File: src/rtl/rrc_pkg.sv
package rrc_pkg;

    localparam int unsigned DEF_ACT_W = 8;

    typedef enum logic {
        DIR_UP   = 1'b0,
        DIR_DOWN = 1'b1
    } cnt_dir_e;

    // Window control bundle shared by the datapath stages.
    typedef struct packed {
        logic accept;   // start taken this cycle
        logic active;   // window open
        logic last;     // final window cycle
    } win_ctl_t;

    // Clamp a signed total into [0, 2^w - 1].
    function automatic int unsigned relu_sat(input int signed v, input int unsigned w);
        int unsigned top_val;
        top_val = (32'd1 << w) - 32'd1;
        if (v < 0) begin
            return 32'd0;
        end
        if (unsigned'(v) > top_val) begin
            return top_val;
        end
        return unsigned'(v);
    endfunction

endpackage

File: src/rtl/rrc_window.sv
module rrc_window
    import rrc_pkg::*;
#(
    parameter int unsigned ACT_W = DEF_ACT_W
) (
    input  logic     clk,
    input  logic     rst,
    input  logic     start_i,
    output win_ctl_t ctl_o
);
    localparam logic [ACT_W-1:0] POS_ONE = 1;

    logic             active_q;
    logic [ACT_W-1:0] pos_q;

    always_comb begin
        ctl_o.accept = start_i && !active_q;
        ctl_o.active = active_q;
        ctl_o.last   = active_q && (pos_q == '1);
    end

    always_ff @(posedge clk) begin
        if (rst) begin
            active_q <= 1'b0;
            pos_q    <= '0;
        end else if (ctl_o.accept) begin
            active_q <= 1'b1;
            pos_q    <= '0;
        end else if (active_q) begin
            if (pos_q == '1) begin
                active_q <= 1'b0;
            end else begin
                pos_q <= pos_q + POS_ONE;
            end
        end
    end

endmodule

File: src/rtl/rrc_sample_gate.sv
module rrc_sample_gate
    import rrc_pkg::*;
#(
    parameter int unsigned ACT_W = DEF_ACT_W
) (
    input  logic     clk,
    input  logic     rst,
    input  win_ctl_t ctl_i,
    input  logic     cmp_i,
    output logic     count_en_o
);
    localparam logic [ACT_W-1:0] CNT_ONE = 1;

    logic             tripped_q;
    logic [ACT_W-1:0] samp_q;

    // Count only while the ramp is still below, before any trip, below cap.
    assign count_en_o = ctl_i.active && !tripped_q && cmp_i && (samp_q != '1);

    always_ff @(posedge clk) begin
        if (rst) begin
            tripped_q <= 1'b0;
            samp_q    <= '0;
        end else if (ctl_i.accept) begin
            tripped_q <= 1'b0;
            samp_q    <= '0;
        end else if (ctl_i.active) begin
            if (!cmp_i) begin
                tripped_q <= 1'b1;
            end
            if (count_en_o) begin
                samp_q <= samp_q + CNT_ONE;
            end
        end
    end

endmodule

File: src/rtl/rrc_accum.sv
module rrc_accum
    import rrc_pkg::*;
#(
    parameter int unsigned ACT_W = DEF_ACT_W,
    parameter int unsigned PRE_W = ACT_W + 2,
    parameter int unsigned ACC_W = ACT_W + 3
) (
    input  logic                    clk,
    input  logic                    rst,
    input  win_ctl_t                ctl_i,
    input  cnt_dir_e                dir_i,
    input  logic signed [PRE_W-1:0] preset_i,
    input  logic                    count_en_i,
    output cnt_dir_e                dir_q_o,
    output logic signed [ACC_W-1:0] acc_q_o,
    output logic signed [ACC_W-1:0] acc_next_o
);
    localparam logic signed [ACC_W-1:0] ACC_ONE = 1;

    cnt_dir_e                dir_q;
    logic signed [ACC_W-1:0] acc_q;
    logic signed [ACC_W-1:0] preset_ext;

    assign preset_ext = {{(ACC_W-PRE_W){preset_i[PRE_W-1]}}, preset_i};

    always_comb begin
        acc_next_o = acc_q;
        if (count_en_i) begin
            acc_next_o = (dir_q == DIR_UP) ? acc_q + ACC_ONE : acc_q - ACC_ONE;
        end
    end

    always_ff @(posedge clk) begin
        if (rst) begin
            dir_q <= DIR_UP;
            acc_q <= '0;
        end else if (ctl_i.accept) begin
            dir_q <= dir_i;
            if (dir_i == DIR_UP) begin
                acc_q <= preset_ext;
            end
        end else begin
            acc_q <= acc_next_o;
        end
    end

    assign dir_q_o = dir_q;
    assign acc_q_o = acc_q;

endmodule

File: src/rtl/rrc_relu_latch.sv
module rrc_relu_latch
    import rrc_pkg::*;
#(
    parameter int unsigned ACT_W = DEF_ACT_W,
    parameter int unsigned ACC_W = ACT_W + 3
) (
    input  logic                    clk,
    input  logic                    rst,
    input  win_ctl_t                ctl_i,
    input  cnt_dir_e                dir_q_i,
    input  logic signed [ACC_W-1:0] acc_next_i,
    output logic [ACT_W-1:0]        act_o,
    output logic                    done_o
);
    logic fire;

    assign fire = ctl_i.last && (dir_q_i == DIR_DOWN);

    always_ff @(posedge clk) begin
        if (rst) begin
            act_o  <= '0;
            done_o <= 1'b0;
        end else begin
            done_o <= fire;
            if (fire) begin
                act_o <= ACT_W'(relu_sat(int'(acc_next_i), ACT_W));
            end
        end
    end

endmodule

File: src/rtl/ramp_relu_counter.sv
module ramp_relu_counter
    import rrc_pkg::*;
#(
    parameter int unsigned ACT_W = DEF_ACT_W,
    parameter int unsigned PRE_W = ACT_W + 2
) (
    input  logic                    clk,
    input  logic                    rst,
    input  logic                    start_i,
    input  logic                    dir_i,
    input  logic signed [PRE_W-1:0] preset_i,
    input  logic                    cmp_i,
    output logic [ACT_W-1:0]        act_o,
    output logic                    done_o
);
    localparam int unsigned ACC_W = PRE_W + 1;

    win_ctl_t                win_ctl;
    logic                    win_active;
    logic                    count_en;
    cnt_dir_e                dir_q;
    logic signed [ACC_W-1:0] acc_q;
    logic signed [ACC_W-1:0] acc_next;

    assign win_active = win_ctl.active;

    rrc_window #(.ACT_W(ACT_W)) u_window (
        .clk     (clk),
        .rst     (rst),
        .start_i (start_i),
        .ctl_o   (win_ctl)
    );

    rrc_sample_gate #(.ACT_W(ACT_W)) u_gate (
        .clk        (clk),
        .rst        (rst),
        .ctl_i      (win_ctl),
        .cmp_i      (cmp_i),
        .count_en_o (count_en)
    );

    rrc_accum #(.ACT_W(ACT_W), .PRE_W(PRE_W), .ACC_W(ACC_W)) u_accum (
        .clk        (clk),
        .rst        (rst),
        .ctl_i      (win_ctl),
        .dir_i      (cnt_dir_e'(dir_i)),
        .preset_i   (preset_i),
        .count_en_i (count_en),
        .dir_q_o    (dir_q),
        .acc_q_o    (acc_q),
        .acc_next_o (acc_next)
    );

    rrc_relu_latch #(.ACT_W(ACT_W), .ACC_W(ACC_W)) u_latch (
        .clk        (clk),
        .rst        (rst),
        .ctl_i      (win_ctl),
        .dir_q_i    (dir_q),
        .acc_next_i (acc_next),
        .act_o      (act_o),
        .done_o     (done_o)
    );

endmodule

File: config.mk
export PLATFORM = sky130hd
export DESIGN_NAME = ramp_relu_counter
export DESIGN_NICKNAME = d
export VERILOG_FILES = /design/src/rtl/rrc_pkg.sv /design/src/rtl/rrc_window.sv /design/src/rtl/rrc_sample_gate.sv /design/src/rtl/rrc_accum.sv /design/src/rtl/rrc_relu_latch.sv /design/src/rtl/ramp_relu_counter.sv
export SDC_FILE = /design/constraint.sdc
export NUM_CORES = 1
export LEC_CHECK = 0
export CAP_MARGIN = 20
export CELL_PAD_IN_SITES_DETAIL_PLACEMENT = 1
export CELL_PAD_IN_SITES_GLOBAL_PLACEMENT = 1
export CORE_MARGIN = 2
export CORE_UTILIZATION = 35
export DETAILED_ROUTE_END_ITERATION = 12
export PLACE_DENSITY = 0.69
export SLEW_MARGIN = 20
export SYNTH_ARGS = -nofsm -noshare
export SYNTH_HDL_FRONTEND = slang
export SYNTH_SLANG_ARGS = --single-unit
File: constraint.sdc
create_clock -name clk -period 3.5 [get_ports clk]
set_input_delay 0.7 -clock clk [delete_from_list [all_inputs] [get_ports clk]]
set_output_delay 0.7 -clock clk [all_outputs]
set_load 0.05 [all_outputs]
# Word level (Yosys, flattened, before mapping)
# Cells that the tools add are included.
[word_totals]
regBits = 39
wordCells = 48
inputBits = 15
output_inout_bits = 9
[op_classes]
add_sub_neg = 4
n_lt_le_gt_ge = 2
eq_ne = 3
reduce_logical = 12
n_mux = 17
bitwise_logic = 2
[ops]
columns = ["cell", "count"]
rows = [
  ["2-to-1 mux 11 bit", 4],
  ["> comparator 32 x 8 -> 1 bit, second input constant", 1],
  ["2-to-1 mux 8 bit", 3],
  ["adder 8 x 1 -> 8 bit, second input constant", 2],
  ["adder 11 x 2 -> 11 bit, second input constant", 1],
  ["less-than comparator 11 x 1 -> 1 bit, second input constant", 1],
  ["subtractor 11 x 2 -> 11 bit, second input constant", 1],
  ["2-to-1 mux 1 bit", 10],
  ["== test 8 bit, second input constant", 1],
  ["!= test 8 bit, second input constant", 1],
  ["logical AND 1 bit", 6],
  ["AND reduction 2 bit", 3],
  ["zero test 1 bit", 2],
  ["!= test 2 bit, second input constant", 1],
  ["NOT 1 bit", 2],
  ["OR reduction 2 bit", 1],
]

# Logic depth before layout (Yosys ltp)
[logic_depth]
ltp_word = 14
ltp_mapped = 10
depth_no_buf = 9

# Modules after synthesis
# From an unflattened synthesis, not the netlist that was laid out.
[hier_totals]
hier_cells = 280
area_unflattened_um2 = 2481.1
[modules_own_cells]
columns = ["mod", "seq_area_each_um2", "area_per_inst_um2", "instances", "cells_each"]
rows = [
  ["rrc_accum", 240.2, 1159.9, 1, 134],
  ["rrc_window", 180.2, 504.2, 1, 56],
  ["rrc_sample_gate", 180.2, 486.7, 1, 58],
  ["rrc_relu_latch", 180.2, 330.3, 1, 32],
]

# Worst setup path after synthesis
# Ideal clock, no wire load.
[synth_timing]
kind = "flip-flop to flip-flop"
startpoint = "reg u_accum.dir_q (netlist: u_accum.dir_q_o)"
endpoint = "reg u_latch.act_o[0]"
slack_ps = 824
t_arrival_ps = 2530
path_stages_with_launch = 10
required_ps = 3353
path_buffers = 0
period_less_slack_ps = 2676
path_cell_list = "dfxtp_1 inv_1 fa_1 nor2b_1 o211a_1 a21oi_2 a21oi_1 mux2i_1 xor2_1 a221oi_1"
[synth_via]
elab_chain_len = 9
word_cells_on_any_way = 15
[synth_lines]
columns = ["item", "line_no", "rtl"]
rows = [
  ["start, declared", "rrc_accum.sv:20", "cnt_dir_e dir_q;"],
  ["start signal, assigned", "rrc_accum.sv:38", "dir_q <= dir_i;"],
  ["2-to-1 mux 11 bit", "rrc_accum.sv:29", "acc_next_o = (dir_q == DIR_UP) ? acc_q + ACC_ONE : acc_q - ACC_ONE;"],
  ["2-to-1 mux 11 bit", "rrc_accum.sv:28", "if (count_en_i) begin"],
  ["> comparator 32 x 8 -> 1 bit", "rrc_pkg.sv:24", "if (unsigned'(v) > top_val) begin"],
  ["2-to-1 mux 1 bit (2 in series)", "rrc_pkg.sv:24", ""],
  ["2-to-1 mux 1 bit", "rrc_relu_latch.sv:25", "if (fire) begin"],
  ["2-to-1 mux 1 bit", "rrc_relu_latch.sv:20", "if (rst) begin"],
  ["2-to-1 mux 8 bit", "rrc_pkg.sv:27", "return unsigned'(v);"],
  ["2-to-1 mux 8 bit", "rrc_pkg.sv:24", ""],
  ["end signal, assigned", "rrc_relu_latch.sv:26", "act_o <= ACT_W'(relu_sat(int'(acc_next_i), ACT_W));"],
  ["end, declared", "rrc_relu_latch.sv:12", "output logic [ACT_W-1:0] act_o,"],
]
# Parallel ways exist; a longest one is shown, timed or not. The select of a mux whose other input is x is not followed.
# A chain may end at the register's enable or synchronous reset.

# Worst setup path after layout
[layout_timing]
startpoint = "reg u_accum.dir_q (netlist: u_accum.dir_q_o)"
endpoint = "reg u_latch.act_o[4]"
# The elaborated chain is that of the path after synthesis.

==> flow_summary.json <==
{
  "antenna_left": 0,
  "dr.first_iter.drc_count": 66,
  "cpMaxStageDelayCell": "dfxtp_1",
  "cts_max_path_buffers": 2,
  "syn2layout_area_growth_pct": 18.40,
  "dieArea_sq_um": 7314,
  "cp-end-kind": "flip-flop",
  "top_usage_layer": "met2",
  "layout_commonest_cell": "dfxtp_1",
  "final_nets": 331,
  "synthXorXnorAreaFrac_pct": 6.025,
  "yosysTopAreaCell": "dfxtp_1",
  "crit_arrival_ps": 3280,
  "criticalPathCategory": "reg -> reg",
  "place_hpwl_um": 4467,
  "cts_resized": 0,
  "die_w_um": 85.52,
  "netlist_instances": 280,
  "cts.sinks": 39,
  "drive_gt1_share_pct": 7.869,
  "wirelength_um": 5889,
  "synth_edf_count": 0,
  "grt_pass1_vias": 2051,
  "clk_latency_ps": 290,
  "ios": 24,
  "portBuffers": 23,
  "grt_max_degree": 22,
  "ys_seq_area_share_pct": 33.57,
  "htreeDepth": 2,
  "finalClockSkew_ps": 4.376,
  "rsz0062_at_grt": "false",
  "nFillCells": 760,
  "slew_headroom_pct": 66.72,
  "ys_warn_count": 0,
  "synthMuxAreaShare_pct": 1.775,
  "core_area_sq_um": 6386,
  "clkTransAtPathRegs_ps": 80,
  "cts_inserted_buffers": 5,
  "start_kind": "flip-flop",
  "globalplace.congestion": 0.7766,
  "path_cells": "inv_1, fa_1, nor2b_1, o211a_1, a21oi_2, a21oi_1, nor3_1, or3b_1, a221oi_1",
  "hold_start": "u_gate.samp_q[1]",
  "setup_slack_ps": 426.3,
  "outcome": "finished, final reports clean",
  "mostFrequentLayoutCells": "dfxtp_1, nand2_1, nor2_1",
  "post_cts_buffers": 0,
  "period_needed_ps": 3074,
  "fin_crit_sh_pct": 87.82,
  "initial_core_util_pct": 36.42,
  "grt_use_met1_pct": 24.58,
  "synthDistinctLibCells": 52,
  "power_density_nw_per_um2": 391.7,
  "p_leak_nw": 1.032,
  "dpl_worst_slack_ps": 466.5,
  "cp.required_ps": 3700,
  "wl_per_cell_um": 15.42,
  "cts_tree": "yes",
  "r2r-start": "u_accum.dir_q_o",
  "synth_top_area_share_pct": 33.57,
  "crit_start": "u_accum.dir_q_o",
  "path_max_fanout": 12,
  "std_cell_rows": 29,
  "finalSetupViolCount": 0,
  "tightest_slew_ps": 494.0,
  "grt_util_all_layers_pct": 17.28,
  "max_freq_mhz": 325.3,
  "vias": 2101,
  "synth_compound_area_share_pct": 24.53,
  "cp_top_family": "compound AO/OA/AOI/OAI gates",
  "hold_path.class": "reg -> reg",
  "finalHoldViolations": 0,
  "holdBufCountCts": 0,
  "synth_area_sq_um": 2326,
  "use_met2_pct": 27.56,
  "ys_async_sr_fraction_pct": 0,
  "path_buf_inv": 1,
  "die_h_um": 85.52,
  "drc_errors": 0,
  "num_antenna_cells": 0,
  "synth_ff_type": "dfxtp_1",
  "max_stage_delay_ps": 630,
  "fin_tns_setup_ps": 0,
  "syn_nets": 307,
  "ys_top_cells_by_area": "dfxtp_1, ha_1, nand2_1",
  "synthAdderAreaFrac_pct": 6.778,
  "grt_pass1_wl_um": 10120,
  "fin_hold_ws_ps": 480.2,
  "slew_violations": 0,
  "vdd_drop_max_mv": 0.2453,
  "root_buffer": "clkbuf_8",
  "overflow": 0,
  "synth_top_family_by_area": "compound AO/OA/AOI/OAI gates",
  "dr.pass1.iters": 4,
  "syn_area_per_cell_sq_um": 8.307,
  "ys_ff_latch": 39,
  "yosys.area_share.simple_pct": 23.35,
  "groute.layer.met3.usage_pct": 2.310,
  "viasPerCell": 5.500,
  "cap_violations": 0,
  "antenna_found_initial": 0
}
[metal layers]
layer / vias up / share of wire (%)
li1: 1068 / -
met1: 1005 / 51
met2: 23 / 45
met3: 5 / 2.8
met4: 0 / 0.93
met5: - / 0
[where the power goes]
part	internal (mW)	switching (mW)	total (mW)	leakage [nW]
sequential	0.459	0.0195	0.479	0.317
combinational	0.0943	0.121	0.216	0.656
clock	0.212	0.171	0.384	0.0581
total	0.766	0.312	1.08	1.03
[kinds of logic (layout without fill, tap and decap cells)]
kind of cell             after synthesis  in the layout
AO/OA/AOI/OAI                         77             77
XOR/XNOR                              16             16
adder cells (fa/ha/maj)               12             12
AND/OR/NAND/NOR                      113            113
multiplexers                           4              4
flip-flops                            39             39
buffers and inverters                 19             44
[synth_stat cells, drive strengths merged (2+ instances only)]
cell type  instances
o21bai             3
a31oi              2
mux2i              3
o2111a             2
a2111oi            2
or3b               2
xor2               9
a211oi            10
o21a               2
dfxtp             39
ha                11
nor3              10
nor4               2
a21oi             19
or3                3
nand4              6
buf                5
o311ai             2
a221oi             9
nand2             34
a21o               4
and3               3
xnor2              7
nand2b             5
o211a              2
and3b              2
inv                6
o21ai             16
nand3              4
nor2b              4
nor2              33
clkbuf             8
[metrics by stage]
| step | instances | power, mW | cell area (sq um) | util, % |
|---|---|---|---|---|
| floorplan | 280 | 0.6387 | 2326 | - |
| detailed placement | 374 | 0.7041 | 2641 | 41.36 |
| global placement | 374 | 0.7020 | 2641 | 41.36 |
| CTS | 382 | 1.089 | 2754 | 43.12 |
| global route | 382 | 1.137 | 2754 | 43.12 |
| finish | 382 | 1.079 | 2754 | 43.12 |
[layout make-up]
type	count	area, sq um	area share [%]
inverters	6	22.52	0.8178
clock buffers	5	68.82	2.499
well taps	77	96.34	3.498
repair buffers	30	282.8	10.27
clock inverters	3	43.79	1.590
flip-flops and latches	39	780.7	28.35
multi-input cells	222	1459	52.98
[worst min-delay path, delay by kind of cell, from the launching register on]
kind / cells / cell delay, ps
flip-flops: 1 / 330
AND/OR/NAND/NOR: 1 / 60
AO/OA/AOI/OAI: 1 / 50
[sequential cells by signal (all words and copies together) (netlist names)]
name / count
u_window.pos_q: 8
u_window.active_q: 1
u_gate.tripped_q: 1
u_latch.act_o: 8
u_accum.dir_q_o: 1
u_gate.samp_q: 8
u_latch.done_o: 1
u_accum.acc_q_o: 11
[path summary, 6_finish.rpt]
kind / to / slack [ps] / depth (start not counted)
worst min-delay path: u_gate.samp_q[1] / 480 / 2
worst min register to register: u_gate.samp_q[1] / 480 / 2
worst max register to register: u_latch.act_o[4] / 430 / 9
worst max-delay path: u_latch.act_o[4] / 430 / 9
(Power assumes the default switching activity.)
